==> src/rtl/ser_tx_pkg.sv <==
// Shared definitions for the serial transmit lane.
// Assumes word lengths are restricted to 8, 16 or 24 bits.
package ser_tx_pkg;
    // Returns 1 when the requested word length is supported.
    function automatic bit len_ok(input int len);
        return (len == 8) || (len == 16) || (len == 24);
    endfunction
endpackage

==> src/rtl/ser_tx_timer.sv <==
// Bit position tracker. It counts bit ticks inside a word and flags word
// starts: a tick carrying fsync, or the tick after the last bit of a slot
// once a first fsync has been seen.
module ser_tx_timer #(
    parameter int WORD_LEN = 16,
    localparam int CNT_W = $clog2(WORD_LEN)
) (
    input  logic clk,
    input  logic rst_n,
    input  logic bit_tick,
    input  logic fsync,
    output logic word_start
);
    logic [CNT_W-1:0] bit_idx;
    logic             framed;

    assign word_start = bit_tick &&
        (fsync || (framed && (bit_idx == CNT_W'(WORD_LEN - 1))));

    // Track the bit index and whether framing has been acquired.
    always_ff @(posedge clk) begin
        if (!rst_n) begin
            bit_idx <= '0;
            framed  <= 1'b0;
        end else if (bit_tick) begin
            if (fsync) framed <= 1'b1;
            bit_idx <= word_start ? '0 : bit_idx + 1'b1;
        end
    end

    p_slot_len_r1: assert property (@(posedge clk) disable iff (!rst_n)
        (bit_tick && !fsync && framed && bit_idx != CNT_W'(WORD_LEN - 1)) |-> !word_start);
endmodule

==> src/rtl/ser_tx_hold.sv <==
// Holding register with empty and underrun status. Software writes win
// over a same-cycle transfer; a transfer of an empty register marks underrun
// and the stale contents are reused.
module ser_tx_hold #(
    parameter int WORD_LEN = 16
) (
    input  logic                clk,
    input  logic                rst_n,
    input  logic                wr_en,
    input  logic [WORD_LEN-1:0] wr_data,
    input  logic                xfer,
    output logic [WORD_LEN-1:0] hold_q,
    output logic                empty,
    output logic                underrun
);
    // Capture software data and maintain status flags.
    always_ff @(posedge clk) begin
        if (!rst_n) begin
            hold_q   <= '0;
            empty    <= 1'b1;
            underrun <= 1'b0;
        end else if (wr_en) begin
            hold_q   <= wr_data;
            empty    <= 1'b0;
            underrun <= 1'b0;
        end else if (xfer) begin
            empty <= 1'b1;
            if (empty) underrun <= 1'b1;
        end
    end

    p_write_clears_r7: assert property (@(posedge clk) disable iff (!rst_n)
        wr_en |=> (!empty && !underrun));
    p_underrun_cause_r8: assert property (@(posedge clk) disable iff (!rst_n)
        (!underrun && !(xfer && empty)) |=> !underrun);
    p_idle_keeps_r6: assert property (@(posedge clk) disable iff (!rst_n)
        (!xfer && !wr_en) |=> ($stable(empty) && $stable(hold_q)));
endmodule

==> src/rtl/ser_tx_shift.sv <==
// Lane state and shift register. The active state may change only at a
// word start: it starts on an fsync word start when enabled, continues at
// slot starts while enabled, and otherwise stops once the word has finished.
module ser_tx_shift #(
    parameter int WORD_LEN = 16
) (
    input  logic                clk,
    input  logic                rst_n,
    input  logic                bit_tick,
    input  logic                fsync,
    input  logic                word_start,
    input  logic                lane_en,
    input  logic [WORD_LEN-1:0] load_data,
    output logic                xfer,
    output logic                active,
    output logic                ser_bit
);
    logic [WORD_LEN-1:0] shreg;

    assign xfer    = word_start && lane_en && (fsync || active);
    assign ser_bit = active && shreg[WORD_LEN-1];

    // Load at word start, shift on other ticks, update the active state.
    always_ff @(posedge clk) begin
        if (!rst_n) begin
            shreg  <= '0;
            active <= 1'b0;
        end else if (word_start) begin
            active <= xfer;
            if (xfer) shreg <= load_data;
        end else if (bit_tick) begin
            shreg <= {shreg[WORD_LEN-2:0], 1'b0};
        end
    end

    p_start_on_frame_r2: assert property (@(posedge clk) disable iff (!rst_n)
        (!active && !(bit_tick && fsync)) |=> !active);
    p_hold_midword_r3: assert property (@(posedge clk) disable iff (!rst_n)
        !word_start |=> $stable(active));
    p_no_load_idle_r6: assert property (@(posedge clk) disable iff (!rst_n)
        (!active && !fsync) |-> !xfer);
endmodule

==> src/rtl/ser_tx_flag.sv <==
// Flag pin mode select. At each frame start the pin becomes a software
// output for the frame if the lane enable is clear; the choice holds until
// the next frame start and never touches frame sync generation.
module ser_tx_flag (
    input  logic clk,
    input  logic rst_n,
    input  logic bit_tick,
    input  logic fsync,
    input  logic lane_en,
    input  logic gp_flag,
    output logic flag_gpio,
    output logic flag_out
);
    assign flag_out = flag_gpio && gp_flag;

    // Latch the flag pin mode at every frame start.
    always_ff @(posedge clk) begin
        if (!rst_n)                 flag_gpio <= 1'b0;
        else if (bit_tick && fsync) flag_gpio <= !lane_en;
    end

    p_mode_frame_only_r11: assert property (@(posedge clk) disable iff (!rst_n)
        !(bit_tick && fsync) |=> $stable(flag_gpio));
endmodule

==> src/rtl/ser_tx_lane.sv <==
// Frame-gated serial transmit lane. It combines the bit timer, holding
// register, shifter and flag select. It assumes bit_tick is a one-cycle
// strobe and that fsync is only meaningful while bit_tick is high.
module ser_tx_lane #(
    parameter int WORD_LEN = 16
) (
    input  logic                clk,
    input  logic                rst_n,
    input  logic                bit_tick,
    input  logic                fsync,
    input  logic                sync_mode,
    input  logic                port_en,
    input  logic                tx_en,
    input  logic                wr_en,
    input  logic [WORD_LEN-1:0] wr_data,
    input  logic                gp_flag,
    output logic                sdo,
    output logic                sdo_oe,
    output logic                tx_empty,
    output logic                tx_underrun,
    output logic                flag_gpio,
    output logic                flag_out
);
    import ser_tx_pkg::*;

    logic                lane_en;
    logic                word_start;
    logic                xfer;
    logic [WORD_LEN-1:0] hold_q;

    // Effective enable: honoured only in synchronous mode with the port on.
    assign lane_en = tx_en && port_en && sync_mode;

    generate
        if (!len_ok(WORD_LEN)) begin : g_bad_len
            initial assert (0) else $error("WORD_LEN must be 8, 16 or 24");
        end
    endgenerate

    ser_tx_timer #(.WORD_LEN(WORD_LEN)) u_timer (
        .clk(clk), .rst_n(rst_n), .bit_tick(bit_tick), .fsync(fsync),
        .word_start(word_start)
    );

    ser_tx_hold #(.WORD_LEN(WORD_LEN)) u_hold (
        .clk(clk), .rst_n(rst_n), .wr_en(wr_en), .wr_data(wr_data),
        .xfer(xfer), .hold_q(hold_q), .empty(tx_empty), .underrun(tx_underrun)
    );

    ser_tx_shift #(.WORD_LEN(WORD_LEN)) u_shift (
        .clk(clk), .rst_n(rst_n), .bit_tick(bit_tick), .fsync(fsync),
        .word_start(word_start), .lane_en(lane_en), .load_data(hold_q),
        .xfer(xfer), .active(sdo_oe), .ser_bit(sdo)
    );

    ser_tx_flag u_flag (
        .clk(clk), .rst_n(rst_n), .bit_tick(bit_tick), .fsync(fsync),
        .lane_en(lane_en), .gp_flag(gp_flag),
        .flag_gpio(flag_gpio), .flag_out(flag_out)
    );

    p_hiz_quiet_r2: assert property (@(posedge clk) disable iff (!rst_n)
        !sdo_oe |-> !sdo);
    p_async_off_r9: assert property (@(posedge clk) disable iff (!rst_n)
        (!sync_mode && !sdo_oe) |=> !sdo_oe);
    p_port_off_r10: assert property (@(posedge clk) disable iff (!rst_n)
        (!port_en && !sdo_oe) |=> !sdo_oe);
endmodule

==> config.mk <==
export PLATFORM = sky130hd
export DESIGN_NAME = ser_tx_lane
export DESIGN_NICKNAME = d
export VERILOG_FILES = /design/src/rtl/ser_tx_pkg.sv /design/src/rtl/ser_tx_timer.sv /design/src/rtl/ser_tx_hold.sv /design/src/rtl/ser_tx_shift.sv /design/src/rtl/ser_tx_flag.sv /design/src/rtl/ser_tx_lane.sv
export SDC_FILE = /design/constraint.sdc
export NUM_CORES = 1
export LEC_CHECK = 0
export BUFFER_PORTS_ARGS = -buffer_cell sky130_fd_sc_hd__buf_2
export CAP_MARGIN = 25
export CORE_UTILIZATION = 60
export CTS_CLUSTER_DIAMETER = 30
export DETAILED_ROUTE_END_ITERATION = 12
export PLACE_DENSITY = 0.95
export SLEW_MARGIN = 5
export SYNTH_ARGS = -nofsm -noshare
export SYNTH_HDL_FRONTEND = slang
export SYNTH_SLANG_ARGS = --single-unit
==> constraint.sdc <==
create_clock -name clk -period 4.33 [get_ports clk]
set_input_delay 1.299 -clock clk [delete_from_list [all_inputs] [get_ports clk]]
set_output_delay 1.299 -clock clk [all_outputs]
set_load 0.01 [all_outputs]
==> metrics.cfg, run 1 <==
[status]
status = completed

[timing]
period_needed_ns = 2.954
clock.fmax_mhz = 338.5
hold_viol = 0
worst_slew_pin_slew_ns = 0.7170
relSlewSlack_pct = 52.04
tns_ns = 0
rsz0062_at_grt = no
skew_ns = 0.008134
finalMaxSlewViolations = 0
period_share_pct = 68.23
setup_viol = 0

[cells_and_area]
area_growth_syn_to_layout_pct = 6.160
n_antenna_cell = 0
finalNetCount = 242
drive_gt1_share_pct = 28.24

[synthesis]
synthArstFlopShare_pct = 0
synthMuxAreaShare_pct = 8.045
synth_simple_gate_area_share_pct = 21.50
syn_avg_cell_area_um2 = 10.05
synth_compound_area_share_pct = 20.93
synth-xor-area-share_pct = 0
synthFlopType = dfxtp_1
synthCells = 198
syn_area_um2 = 1991
ys_seq_elements = 41
ys_warn_count = 0
synth_fa_ha_area_share_pct = 0.6285
synth_cell_types = 40
synth_top_family_by_area = simple AND/OR/NAND/NOR gates
yosysSeqAreaShare_pct = 41.23
synth_edf_count = 0
synth.net_count = 224

[cts]
htreeDepth = 2
clockBufferDepth = 2
cts_root_buf = clkbuf_4
clk_latency_ns = 0.36
postCtsSetupRepairBufs = 0
clock_sinks = 41
cts_hold_buffers = 0
clk_pin_slew_ns = 0.12
cts_resized = 0
cts_buffers = 5
cts_tree = yes

[route]
drt_wl_total_um = 3849
vias_per_cell = 6.023
vias = 1566
wl_per_cell_um = 14.80
drt-initial-drc-count = 98
drc = 0
ant_nets = 0
firstDrtPassIters = 4

[placement]
dp_hpwl_um = 2509
place_congestion = 0.8322
port_buffers = 30

[die]
die_w_um = 59.60
die_area_um2 = 3552
core.rowCount = 20
initial_utilization_pct = 64.15
pin_count = 31
dieHeight_um = 59.60
fp.coreArea_um2 = 3103

[pwr]
p_leak_nw = 0.8106
ir_worst_vdd_mv = 0.2320
fin_total_pwr_w = 0.0007054
cellPowerDensity_nw_per_um2 = 333.8

[setup_path]
critPathKind = in -> out
r2r-start = u_shift.active
critical_path_peak_fanout = 1
worst-endpoint-required_ns = 3.03
arrival_ns = 1.66
start_kind = input port
cp-end-kind = primary output
crit_start = gp_flag

[global_route]
grt_overflow_total = 0
grt_start_max_net_pins = 26
track_usage_pct = 24.51
grt_pass1_wl_um = 6417
antenna_found_initial = 0
grt_pass1_vias = 1434

[hold_path]
min-delay-start = u_hold.underrun
hp-class = reg -> reg

[flow_run]
drv_cap = 0

==> through the flow <==
stage / utilization (%) / worst slack (ns) / cell area [um^2] / cells / hold slack (ns)
2_1_floorplan: - / 1.567 / 1991 / 198 / 0.4376
3_3_place_gp: 66.33 / 1.327 / 2058 / 253 / 0.4562
3_5_place_dp: 66.33 / 1.221 / 2058 / 253 / 0.4622
4_1_cts: 68.10 / 1.374 / 2113 / 260 / 0.4784
5_1_grt: 68.10 / 1.355 / 2113 / 260 / 0.5230
6_report: 68.10 / 1.376 / 2113 / 260 / 0.4767
==> worst max-delay path, stage by stage <==
cell and delay [ns]:
buf_2 0.09, and2_1 0.14, buf_2 0.13
==> state kept, by name, indices dropped and copies added, names as in the netlist <==
signal / flops
u_hold.hold_q: 16
u_shift.shreg: 16
u_hold.underrun: 1
u_shift.active: 1
u_flag.flag_gpio: 1
u_timer.framed: 1
u_hold.empty: 1
u_timer.bit_idx: 4
==> cells in the mapped netlist (3+ instances only) <==
cell / count / area share, %
a211oi_1: 5 / 1.9
buf_6: 4 / 2.3
buf_2: 9 / 2.3
a22oi_1: 15 / 5.7
nor3_1: 17 / 4.3
nand2_1: 4 / 0.75
nand3_1: 3 / 0.75
nor4_2: 6 / 3.8
a211oi_2: 10 / 6.3
nor4_1: 9 / 2.8
mux2i_1: 16 / 8.0
nor2_1: 19 / 3.6
dfxtp_1: 41 / 41
a21oi_1: 6 / 1.5
==> power by group <==
part	internal [W]	switching [W]	total, W
clock network	0.0000767	0.000120	0.000196
logic	0.0000414	0.0000528	0.0000942
registers	0.000401	0.0000141	0.000415
total	0.000519	0.000187	0.000705
==> per-layer routing <==
metal	up-vias	routed length, um	GRT usage, %
met4	0	61	14.62
met5	-	0	0
met2	43	1881	38.84
li1	780	-	-
met3	7	173	4.585
met1	736	1733	30.93
==> cell type report <==
| cell class | count | area [um^2] |
|---|---|---|
| Multi-Input combinational cell | 134 | 1017 |
| Fill cell | 275 | 989.7 |
| Sequential cell | 41 | 820.8 |
| Timing Repair Buffer | 30 | 150.1 |
| Clock buffer | 7 | 55.05 |
| Tap cell | 44 | 55.05 |
| Inverter | 4 | 15.01 |
==> final timing paths <==
| path | slack, ns | cells after the start | end |
|---|---|---|---|
| hold / removal | 0.48 | 2 | u_hold.underrun |
| setup reg to reg | 2.45 | 3 | u_shift.shreg[4] |
| hold reg to reg | 0.48 | 2 | u_hold.underrun |
| setup / recovery | 1.38 | 3 | flag_out |
==> logic make-up after synthesis <==
group	after synthesis
buffers and inverters	23
AO/OA/AOI/OAI	47
flip-flops	41
adder cells (fa/ha/maj)	1
AND/OR/NAND/NOR	70
multiplexers	16
==> layout by cell type (no fill, tap or decap), types with 2 or more instances in the layout <==
| master | Yosys | routed |
|---|---|---|
| a21oi_1 | 6 | 6 |
| dfxtp_1 | 41 | 41 |
| and2_1 | 2 | 2 |
| inv_1 | 2 | 2 |
| or3_1 | 2 | 2 |
| mux2i_1 | 16 | 16 |
| nand2_1 | 4 | 4 |
| a31oi_1 | 2 | 2 |
| a22oi_1 | 15 | 15 |
| nand3b_1 | 2 | 2 |
| nor4_1 | 9 | 9 |
| nand3_1 | 3 | 3 |
| clkbuf_4 | 0 | 5 |
| nor4_2 | 6 | 6 |
| o21ai_1 | 2 | 2 |
| a211oi_2 | 10 | 10 |
| inv_2 | 2 | 2 |
| a211oi_1 | 5 | 5 |
| buf_2 | 9 | 30 |
| nor2_1 | 19 | 19 |
| nor3_1 | 17 | 17 |
Note: power is estimated with default switching activity, not from simulation.
==> inputs of run 2 (changes only) <==
Settings changed: CORE_UTILIZATION 60 to 50, PLACE_DENSITY 0.95 to 0.85.
Clock period 4.33 ns to 2.5 ns, I/O delays scaled along.
==> metrics.cfg, run 2 (synthesis results as in run 1) <==
[status]
status = completed

[die]
die_w_um = 65.10
die_area_um2 = 4237
core.rowCount = 22
pin_count = 31
initial_utilization_pct = 53.18
fp.coreArea_um2 = 3744
dieHeight_um = 65.10

[route]
drt_wl_total_um = 4046
vias = 1594
wl_per_cell_um = 14.99
vias_per_cell = 5.904
ant_nets = 0
drc = 0
firstDrtPassIters = 4
drt-initial-drc-count = 80

[cells_and_area]
mostFrequentLayoutCells = 41 x dfxtp_1, 30 x buf_2, 19 x nor2_1
finalNetCount = 247
final_common_cell = dfxtp_1
top_regs = u_hold.hold_q: 16 flops, u_shift.shreg: 16 flops, u_timer.bit_idx: 4 flops
area_growth_syn_to_layout_pct = 10.62
drive_gt1_share_pct = 30.63
n_antenna_cell = 0

[global_route]
grt_overflow_total = 0
track_usage_pct = 21.48
grt_start_max_net_pins = 25
antenna_found_initial = 0
grt_pass1_vias = 1539
grt_pass1_wl_um = 6893

[setup_path]
start_kind = input port
cp-end-kind = primary output
r2r_slack_ns = 0.70
critPathKind = in -> out
worst-endpoint-required_ns = 1.75
worstRegToRegCells = 5
reg2reg_to = u_shift.shreg[1]
critical_path_peak_fanout = 1
arrival_ns = 1.10
r2r-start = u_timer.bit_idx[0]

[timing]
tns_ns = 0
period_share_pct = 74.17
clock.fmax_mhz = 539.3
finalMaxSlewViolations = 0
worst_slew_pin_slew_ns = 0.7076
rsz0062_at_grt = no
skew_ns = 0.004648
hold_viol = 0
relSlewSlack_pct = 52.83
setup_viol = 0
period_needed_ns = 1.854
setup_slack_ns = 0.6456

[hold_path]
whs_path_depth = 2
min_to = u_shift.shreg[0]
hp-class = reg -> reg
min-delay-start = u_hold.hold_q[0]

[flow_run]
drv_cap = 0

[cts]
postCtsSetupRepairBufs = 0
cts_root_buf = clkbuf_8
cts_buffers = 5
cts_hold_buffers = 0
clk_pin_slew_ns = 0.08
cts_resized = 0
cts_tree = yes
clock_sinks = 41
htreeDepth = 2
clockBufferDepth = 2
clk_latency_ns = 0.30

[placement]
place_congestion = 0.8135
port_buffers = 30
place_ws_ns = 0.3932
dp_hpwl_um = 2598

[pwr]
netSwitchingPower_w = 0.0003455
ir_worst_vdd_mv = 0.4863
internal_power_w = 0.001019
cellPowerDensity_nw_per_um2 = 619.8
combPwrFrac_pct = 12.5
switching_share_pct = 25.31
seqPwrFrac_pct = 52.5
pwr-share-clk_pct = 35.0
p_leak_nw = 0.8566

==> run 2: worst max path at each step <==
stage | start | endpoint | slack [ns] | cells after the start
2_1_floorplan | fsync | u_shift.shreg[10] | 0.74 | 6
3_3_place_gp | fsync | u_shift.shreg[3] | 0.49 | 4
3_5_place_dp | fsync | u_shift.shreg[4] | 0.39 | 4
4_1_cts | gp_flag | flag_out | 0.64 | 3
5_1_grt | gp_flag | flag_out | 0.63 | 3
6_report | gp_flag | flag_out | 0.65 | 3
==> run 2: power by group through the flow <==
stage          logic (W)  registers [W]  clock network, W
2_1_floorplan   0.000130       0.000728                 0
3_3_place_gp    0.000164       0.000731                 0
3_5_place_dp    0.000170       0.000732                 0
4_1_cts         0.000171       0.000717          0.000484
5_1_grt         0.000189       0.000722          0.000520
6_report        0.000170       0.000717          0.000478
==> run 2: final cells by class <==
cell class | instances | area (um^2)
inverters | 4 | 15.01
clock inverters | 1 | 5.005
multi-input cells | 134 | 1017
clock buffers | 7 | 96.34
repair buffers | 35 | 187.7
well taps | 48 | 60.06
fillers | 354 | 1541
flip-flops and latches | 41 | 820.8
==> run 2: through the flow <==
| stage | area (um^2) | total power, W | util (%) | hold WS [ns] | instances |
|---|---|---|---|---|---|
| 2_1_floorplan | 1991 | 0.0008580 | - | 0.4376 | 198 |
| 3_3_place_gp | 2101 | 0.0008947 | 56.12 | 0.4581 | 262 |
| 3_5_place_dp | 2101 | 0.0009016 | 56.12 | 0.4639 | 262 |
| 4_1_cts | 2202 | 0.001372 | 58.82 | 0.4801 | 270 |
| 5_1_grt | 2202 | 0.001431 | 58.82 | 0.4928 | 270 |
| 6_report | 2202 | 0.001365 | 58.82 | 0.4798 | 270 |
==> run 2: critical path: stages <==
cell	delay, ns
buf_2	0.09
and2_1	0.13
buf_2	0.13
==> run 2: routing by layer <==
layer	part of all wire, %	up-vias	wire length [um]	track usage (%)
li1	-	795	-	-
met1	47	742	1899	25.62
met2	46	45	1876	34.11
met3	4.8	12	195	7.292
met4	1.8	0	74	11.14
met5	0	-	0	0
